## src/rtl/liveagg_pkg.sv

```systemverilog
package liveagg_pkg;

    typedef enum logic [1:0] {
        ST_GATHER   = 2'd0,
        ST_KICK     = 2'd1,
        ST_WITHHOLD = 2'd2
    } agg_state_t;

    function automatic logic in_band(input logic [31:0] val,
                                     input logic [31:0] lo,
                                     input logic [31:0] hi);
        return (val >= lo) && (val <= hi);
    endfunction

endpackage

```

## src/rtl/liveagg_slot.sv

```systemverilog
module liveagg_slot
    import liveagg_pkg::*;
#(
    parameter int CNT_W = 8
) (
    input  logic             clk,
    input  logic             rst_n,
    input  logic             checkin,
    input  logic             entry_inc,
    input  logic             check_tick,
    input  logic             cnt_mode,
    input  logic [CNT_W-1:0] band_lo,
    input  logic [CNT_W-1:0] band_hi,
    output logic             pass
);

    localparam logic [CNT_W-1:0] CNT_MAX = {CNT_W{1'b1}};

    logic             seen_q;
    logic [CNT_W-1:0] count_q;

    // Evidence store: a tick reloads with this cycle's strobe (next interval)
    always_ff @(posedge clk or negedge rst_n) begin
        if (!rst_n) begin
            seen_q  <= 1'b0;
            count_q <= '0;
        end else if (check_tick) begin
            seen_q  <= checkin;
            count_q <= entry_inc ? CNT_W'(1) : '0;
        end else begin
            if (checkin) begin
                seen_q <= 1'b1;
            end
            if (entry_inc && (count_q != CNT_MAX)) begin
                count_q <= count_q + CNT_W'(1);
            end
        end
    end

    always_comb begin
        if (cnt_mode) begin
            pass = in_band(32'(count_q), 32'(band_lo), 32'(band_hi));
        end else begin
            pass = seen_q;
        end
    end

    // the flag after a tick reflects only the strobe of the tick cycle
    a_r5_tick_reload: assert property (@(posedge clk) disable iff (!rst_n)
        check_tick |=> (seen_q == $past(checkin)));

    // a full counter stays full until the next tick
    a_r8_saturate: assert property (@(posedge clk) disable iff (!rst_n)
        ((count_q == CNT_MAX) && !check_tick) |=> (count_q == CNT_MAX));

endmodule

```

## src/rtl/liveagg_fsm.sv

```systemverilog
module liveagg_fsm
    import liveagg_pkg::*;
#(
    parameter int N_TASKS = 8
) (
    input  logic               clk,
    input  logic               rst_n,
    input  logic               check_tick,
    input  logic               all_pass,
    input  logic [N_TASKS-1:0] slot_fail,
    output logic               kick,
    output logic [N_TASKS-1:0] fail_vec
);

    agg_state_t state_q, state_d;

    always_comb begin
        state_d = ST_GATHER;
        unique case (state_q)
            ST_GATHER, ST_KICK, ST_WITHHOLD: begin
                if (check_tick) begin
                    state_d = all_pass ? ST_KICK : ST_WITHHOLD;
                end else begin
                    state_d = ST_GATHER;
                end
            end
            default: state_d = ST_GATHER;
        endcase
    end

    // State register
    always_ff @(posedge clk or negedge rst_n) begin
        if (!rst_n) begin
            state_q <= ST_GATHER;
        end else begin
            state_q <= state_d;
        end
    end

    // Outputs: status latched at each tick, kick decoded from state
    always_ff @(posedge clk or negedge rst_n) begin
        if (!rst_n) begin
            fail_vec <= '0;
        end else if (check_tick) begin
            fail_vec <= slot_fail;
        end
    end

    assign kick = (state_q == ST_KICK);

    // a kick is always preceded by a tick
    a_r2_kick_follows_tick: assert property (@(posedge clk) disable iff (!rst_n)
        kick |-> $past(check_tick));

    // kick and reported failure are mutually exclusive
    a_r10_kick_clean: assert property (@(posedge clk) disable iff (!rst_n)
        kick |-> (fail_vec == '0));

    // status holds between ticks
    a_r9_status_hold: assert property (@(posedge clk) disable iff (!rst_n)
        !check_tick |=> $stable(fail_vec));

endmodule

```

## src/rtl/liveness_aggregator.sv

```systemverilog
module liveness_aggregator
    import liveagg_pkg::*;
#(
    parameter int N_TASKS = 8,
    parameter int CNT_W   = 8
) (
    input  logic                       clk,
    input  logic                       rst_n,
    input  logic                       cnt_mode,
    input  logic [N_TASKS-1:0]         task_en,
    input  logic [N_TASKS-1:0]         checkin,
    input  logic [N_TASKS-1:0]         entry_inc,
    input  logic [N_TASKS*CNT_W-1:0]   band_lo,
    input  logic [N_TASKS*CNT_W-1:0]   band_hi,
    input  logic                       check_tick,
    output logic                       kick,
    output logic [N_TASKS-1:0]         fail_vec
);

    logic [N_TASKS-1:0] slot_pass;
    logic [N_TASKS-1:0] slot_fail;
    logic               all_pass;

    for (genvar gi = 0; gi < N_TASKS; gi++) begin : g_slot
        liveagg_slot #(.CNT_W(CNT_W)) i_slot (
            .clk        (clk),
            .rst_n      (rst_n),
            .checkin    (checkin[gi]),
            .entry_inc  (entry_inc[gi]),
            .check_tick (check_tick),
            .cnt_mode   (cnt_mode),
            .band_lo    (band_lo[gi*CNT_W +: CNT_W]),
            .band_hi    (band_hi[gi*CNT_W +: CNT_W]),
            .pass       (slot_pass[gi])
        );
    end

    assign slot_fail = task_en & ~slot_pass;
    assign all_pass  = (slot_fail == '0);

    liveagg_fsm #(.N_TASKS(N_TASKS)) i_fsm (
        .clk        (clk),
        .rst_n      (rst_n),
        .check_tick (check_tick),
        .all_pass   (all_pass),
        .slot_fail  (slot_fail),
        .kick       (kick),
        .fail_vec   (fail_vec)
    );

    // a disabled slot never shows up in the status
    a_r6_masked_clear: assert property (@(posedge clk) disable iff (!rst_n)
        check_tick |=> ((fail_vec & ~$past(task_en)) == '0));

endmodule

```

## config.mk

```make
export PLATFORM = sky130hd
export DESIGN_NAME = liveness_aggregator
export DESIGN_NICKNAME = d
export VERILOG_FILES = /design/src/rtl/liveagg_pkg.sv /design/src/rtl/liveagg_slot.sv /design/src/rtl/liveagg_fsm.sv /design/src/rtl/liveness_aggregator.sv
export SDC_FILE = /design/constraint.sdc
export NUM_CORES = 1
export LEC_CHECK = 0
export BUFFER_PORTS_ARGS = -buffer_cell sky130_fd_sc_hd__buf_2
export CORE_MARGIN = 2
export CORE_UTILIZATION = 35
export DETAILED_ROUTE_END_ITERATION = 6
export GPL_TIMING_DRIVEN = 0
export PLACE_DENSITY = 0.55
export SLEW_MARGIN = 15
export SYNTH_ARGS = -nofsm -noshare
export SYNTH_HDL_FRONTEND = slang
export SYNTH_SLANG_ARGS = --single-unit
```

## constraint.sdc

```tcl
create_clock -name clk -period 2.38 [get_ports clk]
set_input_delay 0.476 -clock clk [delete_from_list [all_inputs] [get_ports clk]]
set_output_delay 0.476 -clock clk [all_outputs]
set_load 0.1 [all_outputs]
```

; After elaboration in Yosys (flattened, before gate mapping)
; Cells that the tools add are included.
[op_classes]
eq_ne = 10
muxes = 51
n_addsub = 8
order_cmp = 16
reduce_logical = 35
bitwise_logic = 2
[ops]
columns = op, n
row1 = $mux W8, 16
row2 = $add A8 B1 Y8 const B, 8
row3 = $ge A8 B8 Y1, 8
row4 = $le A8 B8 Y1, 8
row5 = $ne A8 B8 Y1 const B, 8
row6 = $mux W1, 32
row7 = $reduce_bool A2 Y1, 16
row8 = $logic_and A1 B1 Y1, 16
row9 = $and A8 B8 Y8, 1
row10 = $logic_not A8 Y1, 1
row11 = $not A8 Y8, 1
row12 = $mux W2, 3
row13 = $reduce_or A3 Y1, 1
row14 = $eq A2 B1 Y1 const B, 1
row15 = $eq A2 B2 Y1 const B, 1
row16 = $logic_not A2 Y1, 1
[word_totals]
word_cells = 140
regBits = 82
inputBits = 156

; Longest topological paths before layout
[depth]
ltp_word = 9
ltp_mapped = 9
ltp_nobuf = 9

; Modules after synthesis
; Synthesis repeated with hierarchy kept, for this count alone.
[hier_totals]
cells_unflattened = 827
area_unflattened_um2 = 7584.8
[modules_own_cells]
columns = module, area_per_inst_um2, cells_per_inst, n_inst
row1 = liveagg_slot, 883.3, 99, 8
row2 = liveagg_fsm, 412.9, 24, 1
row3 = liveness_aggregator, 105.1, 11, 1

; Worst setup path after synthesis
; Ideal clock, no wire load.
[synth_path]
path_kind = input -> register
start = input band_lo[45]
end = register i_fsm.state_q[1]
required_time_ns = 2.256
path_slack_ns = -0.180
stages = 9
arrival_ns = 2.437
path_cell_list = inv_1 ha_1 nand4_1 or3_1 o32a_1 o31ai_2 nand2_1 or3_1 o31a_1
[synth_via]
elab_chain_cells = 9
[synth_lines]
columns = item, line
row1 = start: declaration, liveness_aggregator.sv:13  ; input logic [N_TASKS*CNT_W-1:0] band_lo,
row2 = $ge A8 B8 Y1, liveagg_pkg.sv:12  ; return (val >= lo) && (val <= hi);
row3 = $logic_and A1 B1 Y1, liveagg_pkg.sv:12
row4 = $mux W1, liveagg_slot.sv:41  ; if (cnt_mode) begin
row5 = $not A8 Y8, liveness_aggregator.sv:38  ; assign slot_fail = task_en & ~slot_pass;
row6 = $and A8 B8 Y8, liveness_aggregator.sv:38
row7 = $logic_not A8 Y1, liveness_aggregator.sv:39  ; assign all_pass = (slot_fail == '0);
row8 = $mux W2, liveagg_fsm.sv:22  ; state_d = all_pass ? ST_KICK : ST_WITHHOLD;
row9 = $mux W2, liveagg_fsm.sv:21  ; if (check_tick) begin
row10 = $mux W2, liveagg_fsm.sv:19  ; unique case (state_q)
row11 = via i_fsm.state_d[1], liveagg_fsm.sv:15  ; agg_state_t state_q, state_d;
row12 = end signal: assignment, liveagg_fsm.sv:36  ; state_q <= state_d;
row13 = end: declaration, liveagg_fsm.sv:15
; The timed path passes the listed nets, and every way through them passes these cells.
; A chain may end at the register's enable or synchronous reset.

; Worst setup path in the final report
[layout_path]
start = register g_slot[1].i_slot.count_q[6]
end = register i_fsm.state_q[1]
[layout_via]
elab_chain_cells = 9
elab_cells_between_ends = 10
cone_classes = order compare: 2 / mux: 4 / bitwise: 2 / reduce/logical: 2
[layout_lines]
columns = item, line
row1 = start: declaration, liveagg_slot.sv:20  ; logic [CNT_W-1:0] count_q;
row2 = start signal: assignment, liveagg_slot.sv:29  ; count_q <= entry_inc ? CNT_W'(1) : '0;
row3 = start signal: assignment, liveagg_slot.sv:35  ; count_q <= count_q + CNT_W'(1);
row4 = $ge A8 B8 Y1 / $le A8 B8 Y1 (equally long branches), liveagg_pkg.sv:12
row5 = $logic_and A1 B1 Y1 *, liveagg_pkg.sv:12
row6 = $mux W1 *, liveagg_slot.sv:41
row7 = $not A8 Y8 *, liveness_aggregator.sv:38
row8 = $and A8 B8 Y8 *, liveness_aggregator.sv:38
row9 = $logic_not A8 Y1 *, liveness_aggregator.sv:39
row10 = $mux W2 *, liveagg_fsm.sv:22
row11 = $mux W2 *, liveagg_fsm.sv:21
row12 = $mux W2 *, liveagg_fsm.sv:19
row13 = via i_fsm.state_d[1], liveagg_fsm.sv:15
; Mark *: on every way through the listed nets, which the timed path passes. The rest lies on a longest branch.

==> impl_metrics.json <==
{
  "status": "finished with violations",
  "violations": "negative setup slack",
  "arrival_ps": 2810,
  "nets": 1281,
  "antennaDiodeCount": 0,
  "synthCells": 810,
  "yosysMostFrequentCell": "ha_1",
  "cts_root_buffer": "clkbuf_16",
  "required_ps": 2610,
  "dp_hpwl_mm": 14.0,
  "gp_congestion": 0.816,
  "clock_latency_ps": 340,
  "synth_cell_types": 47,
  "wirelength_mm": 17.8,
  "drv_slew": 0,
  "vdd_drop_max_v": 0.000314,
  "synth-compound-area-share_pct": 15.9,
  "synth_largest_area_cell": "dfrtp_1",
  "drc_errors": 0,
  "ant_nets": 0,
  "synth_fa_ha_area_share_pct": 24.5,
  "p_sw_share_pct": 31.3,
  "antenna_found_initial": 1,
  "core-area_mm2": 0.0195,
  "synthMuxAreaShare_pct": 0.595,
  "fp-row-count": 51,
  "grt_pass1_wl_mm": 28.7,
  "drive_above_1_share_pct": 19.9,
  "period_share_pct": 108,
  "yosys_warnings": 0,
  "routedWlPerCell_um": 14.2,
  "die_x_um": 145,
  "synth_top_family_by_area": "adder cells",
  "synth_xor_xnor_area_share_pct": 4.55,
  "start_util_pct": 35.6,
  "yosys.area_share.simple_pct": 17.3,
  "synth_edf_count": 0,
  "io_buffers": 162,
  "crit_type": "flip-flop to flip-flop",
  "synthesis.area_per_instance_um2": 8.56,
  "holdWs_ps": 47.9,
  "grt-ovfl-total": 0,
  "syn_to_final_growth_pct": 21.8,
  "leakage_nw": 4.61,
  "synth-main-ff-cell": "dfrtp_1",
  "start_kind": "flip-flop",
  "numClockSinks": 82,
  "synth_seq_cells": 82,
  "grt_start_max_net_pins": 58,
  "cts_tree": "built",
  "worst_slew_pin_slew_ps": 812,
  "viasPerCell": 4.87,
  "vias": 6124,
  "fp.dieArea_mm2": 0.0210,
  "cp_max_fo": 4,
  "finalCriticalPeriod_ps": 2580,
  "drv_cap": 0,
  "io_pins": 165,
  "p_per_area_mw_per_mm2": 429,
  "setup_ws_ps": -200,
  "ys_top_cells_by_area": "dfrtp_1 30%, ha_1 25%, inv_1 6.8%",
  "r2r_end": "i_fsm.state_q[1]",
  "max_freq_mhz": 388,
  "rr_startpoint": "g_slot[1].i_slot.count_q[6]",
  "end_kind": "flip-flop",
  "cts_max_level": 3,
  "skew_ps": 10.5,
  "setup_tns_ps": -341,
  "drtIter0Drc": 175,
  "synth_commonest_cells": "136 x ha_1, 125 x inv_1, 82 x dfrtp_1, 70 x nor2_1, 62 x a21oi_1",
  "grtUsageTotal_pct": 17.5,
  "ys_seq_area_share_pct": 29.6,
  "synthesis.area_mm2": 0.00694,
  "power.switching_mw": 1.13,
  "finalHoldViolCount": 0,
  "firstDrtPassIters": 4,
  "comb_power_share_pct": 22.7,
  "cts-buffers-inserted": 9,
  "clkTransAtPathRegs_ps": 60,
  "max-slew-margin-rel_pct": 45.8,
  "rsz0062_at_grt": "yes",
  "clockPowerShare_pct": 35.2,
  "hold_class": "primary input to asynchronous set/reset pin",
  "grt_pass1_vias": 5843,
  "seq_power_share_pct": 42.1,
  "yosys.area.top_type_share_pct": 29.6,
  "place_ws_ps": -521,
  "worstRegToRegCells": 8,
  "syn-num-nets": 1102,
  "die_h_um": 145,
  "r2r_slack_ps": -200,
  "clockBufferDepth": 2,
  "synth_async_sr_flop_share_pct": 100,
  "setup_viol": 2,
  "p_int_mw": 2.49
}
layout by cell type, fill, tap and decap left out, types with 3 or more instances in the layout:
| master | n |
|---|---|
| dfrtp_1 | 77 |
| nand3_1 | 19 |
| clkinv_2 | 3 |
| nand2_1 | 49 |
| a21o_1 | 14 |
| o21ai_0 | 34 |
| nor2_1 | 70 |
| o21a_1 | 9 |
| nor3_1 | 5 |
| ha_1 | 134 |
| o211ai_1 | 9 |
| a31oi_1 | 3 |
| o32a_1 | 3 |
| clkbuf_16 | 9 |
| nand2b_1 | 5 |
| inv_1 | 125 |
| buf_2 | 161 |
| and3_1 | 11 |
| mux2i_1 | 3 |
| or3_1 | 16 |
| xnor2_1 | 3 |
| clkbuf_1 | 12 |
| a22oi_1 | 6 |
| dfrtp_2 | 5 |
| nor2b_1 | 13 |
| buf_4 | 6 |
| nand4_1 | 41 |
| a2111oi_0 | 5 |
| xor2_1 | 33 |
| a211oi_1 | 5 |
| o31ai_1 | 10 |
| a21oi_1 | 62 |
critical path, stage by stage, from the launching register on:
cell     delay (ps)
dfrtp_1         430
ha_1            320
nand3_1          70
or3_1           300
o32a_1          300
o31ai_2         250
nand2_1         150
or3_4           400
o31a_1          240
kinds of logic (layout without fill, tap and decap cells):
| family | Yosys count | after routing |
|---|---|---|
| buffers and inverters | 137 | 320 |
| flip-flops | 82 | 82 |
| adder cells (fa/ha/maj) | 136 | 136 |
| XOR/XNOR | 36 | 36 |
| AO/OA/AOI/OAI | 175 | 175 |
| multiplexers | 4 | 4 |
| AND/OR/NAND/NOR | 240 | 240 |
worst max path at each step:
stage	start	endpoint	slack, ps	cells past startpoint
after floorplan	band_lo[45]	i_fsm.state_q[1]	-70	9
after global placement	band_hi[57]	i_fsm.state_q[1]	-520	10
after detailed placement	band_hi[57]	i_fsm.state_q[1]	-520	10
after CTS	g_slot[5].i_slot.count_q[5]	i_fsm.state_q[1]	-260	8
after global routing	g_slot[5].i_slot.count_q[5]	i_fsm.state_q[0]	-310	8
final	g_slot[1].i_slot.count_q[6]	i_fsm.state_q[1]	-200	8
power by group through the flow:
| stage | combinational (mW) | sequential, mW | clock [mW] |
|---|---|---|---|
| after floorplan | 0.424 | 1.63 | 0 |
| after global placement | 0.815 | 1.55 | 0 |
| after detailed placement | 0.831 | 1.55 | 0 |
| after CTS | 0.838 | 1.52 | 1.32 |
| after global routing | 0.949 | 1.53 | 1.37 |
| final | 0.823 | 1.52 | 1.28 |
metrics by stage:
| step | total power, mW | std cells | utilization [%] | cell area, um2 |
|---|---|---|---|---|
| 5_1_grt | 3.85 | 1258 | 43.4 | 8450 |
| 3_3_place_gp | 2.36 | 1237 | 41.5 | 8080 |
| 4_1_cts | 3.68 | 1258 | 43.3 | 8440 |
| 6_report | 3.62 | 1258 | 43.4 | 8450 |
| 3_5_place_dp | 2.38 | 1238 | 41.7 | 8110 |
| 2_1_floorplan | 2.05 | 810 | - | 6940 |
routing by layer:
layer | up-vias | wire [um] | track usage [%]
li1 | 3216 | - | -
met1 | 2773 | 8700 | 23.4
met2 | 118 | 8090 | 29.1
met3 | 15 | 793 | 3.72
met4 | 2 | 220 | 3.73
met5 | - | 11 | 0
state kept, by name (all words and copies together) (netlist names):
signal                 count
i_fsm.fail_vec             8
g_slot.i_slot.count_q     64
i_fsm.state_q              2
g_slot.i_slot.seen_q       8
final cells by class:
| cell class | instances | area (um2) |
|---|---|---|
| inverters | 125 | 469 |
| clock inverters | 5 | 32.5 |
| fillers | 1994 | 11000 |
| clock buffers | 10 | 229 |
| flip-flops and latches | 82 | 2060 |
| multi-input cells | 591 | 4400 |
| plain buffers | 12 | 52.6 |
| repair buffers | 168 | 878 |
| well taps | 265 | 332 |
what timing repair did:
item | CTS | global route
pin swaps | 1 | 3
resized for setup | 7 | 2
hold buffers | 0 | 0
endpoints found under the setup margin | 2 | 2
setup buffers | 5 | 0
hold endpoints to repair | 0 | 0
(Power assumes the default switching activity.)
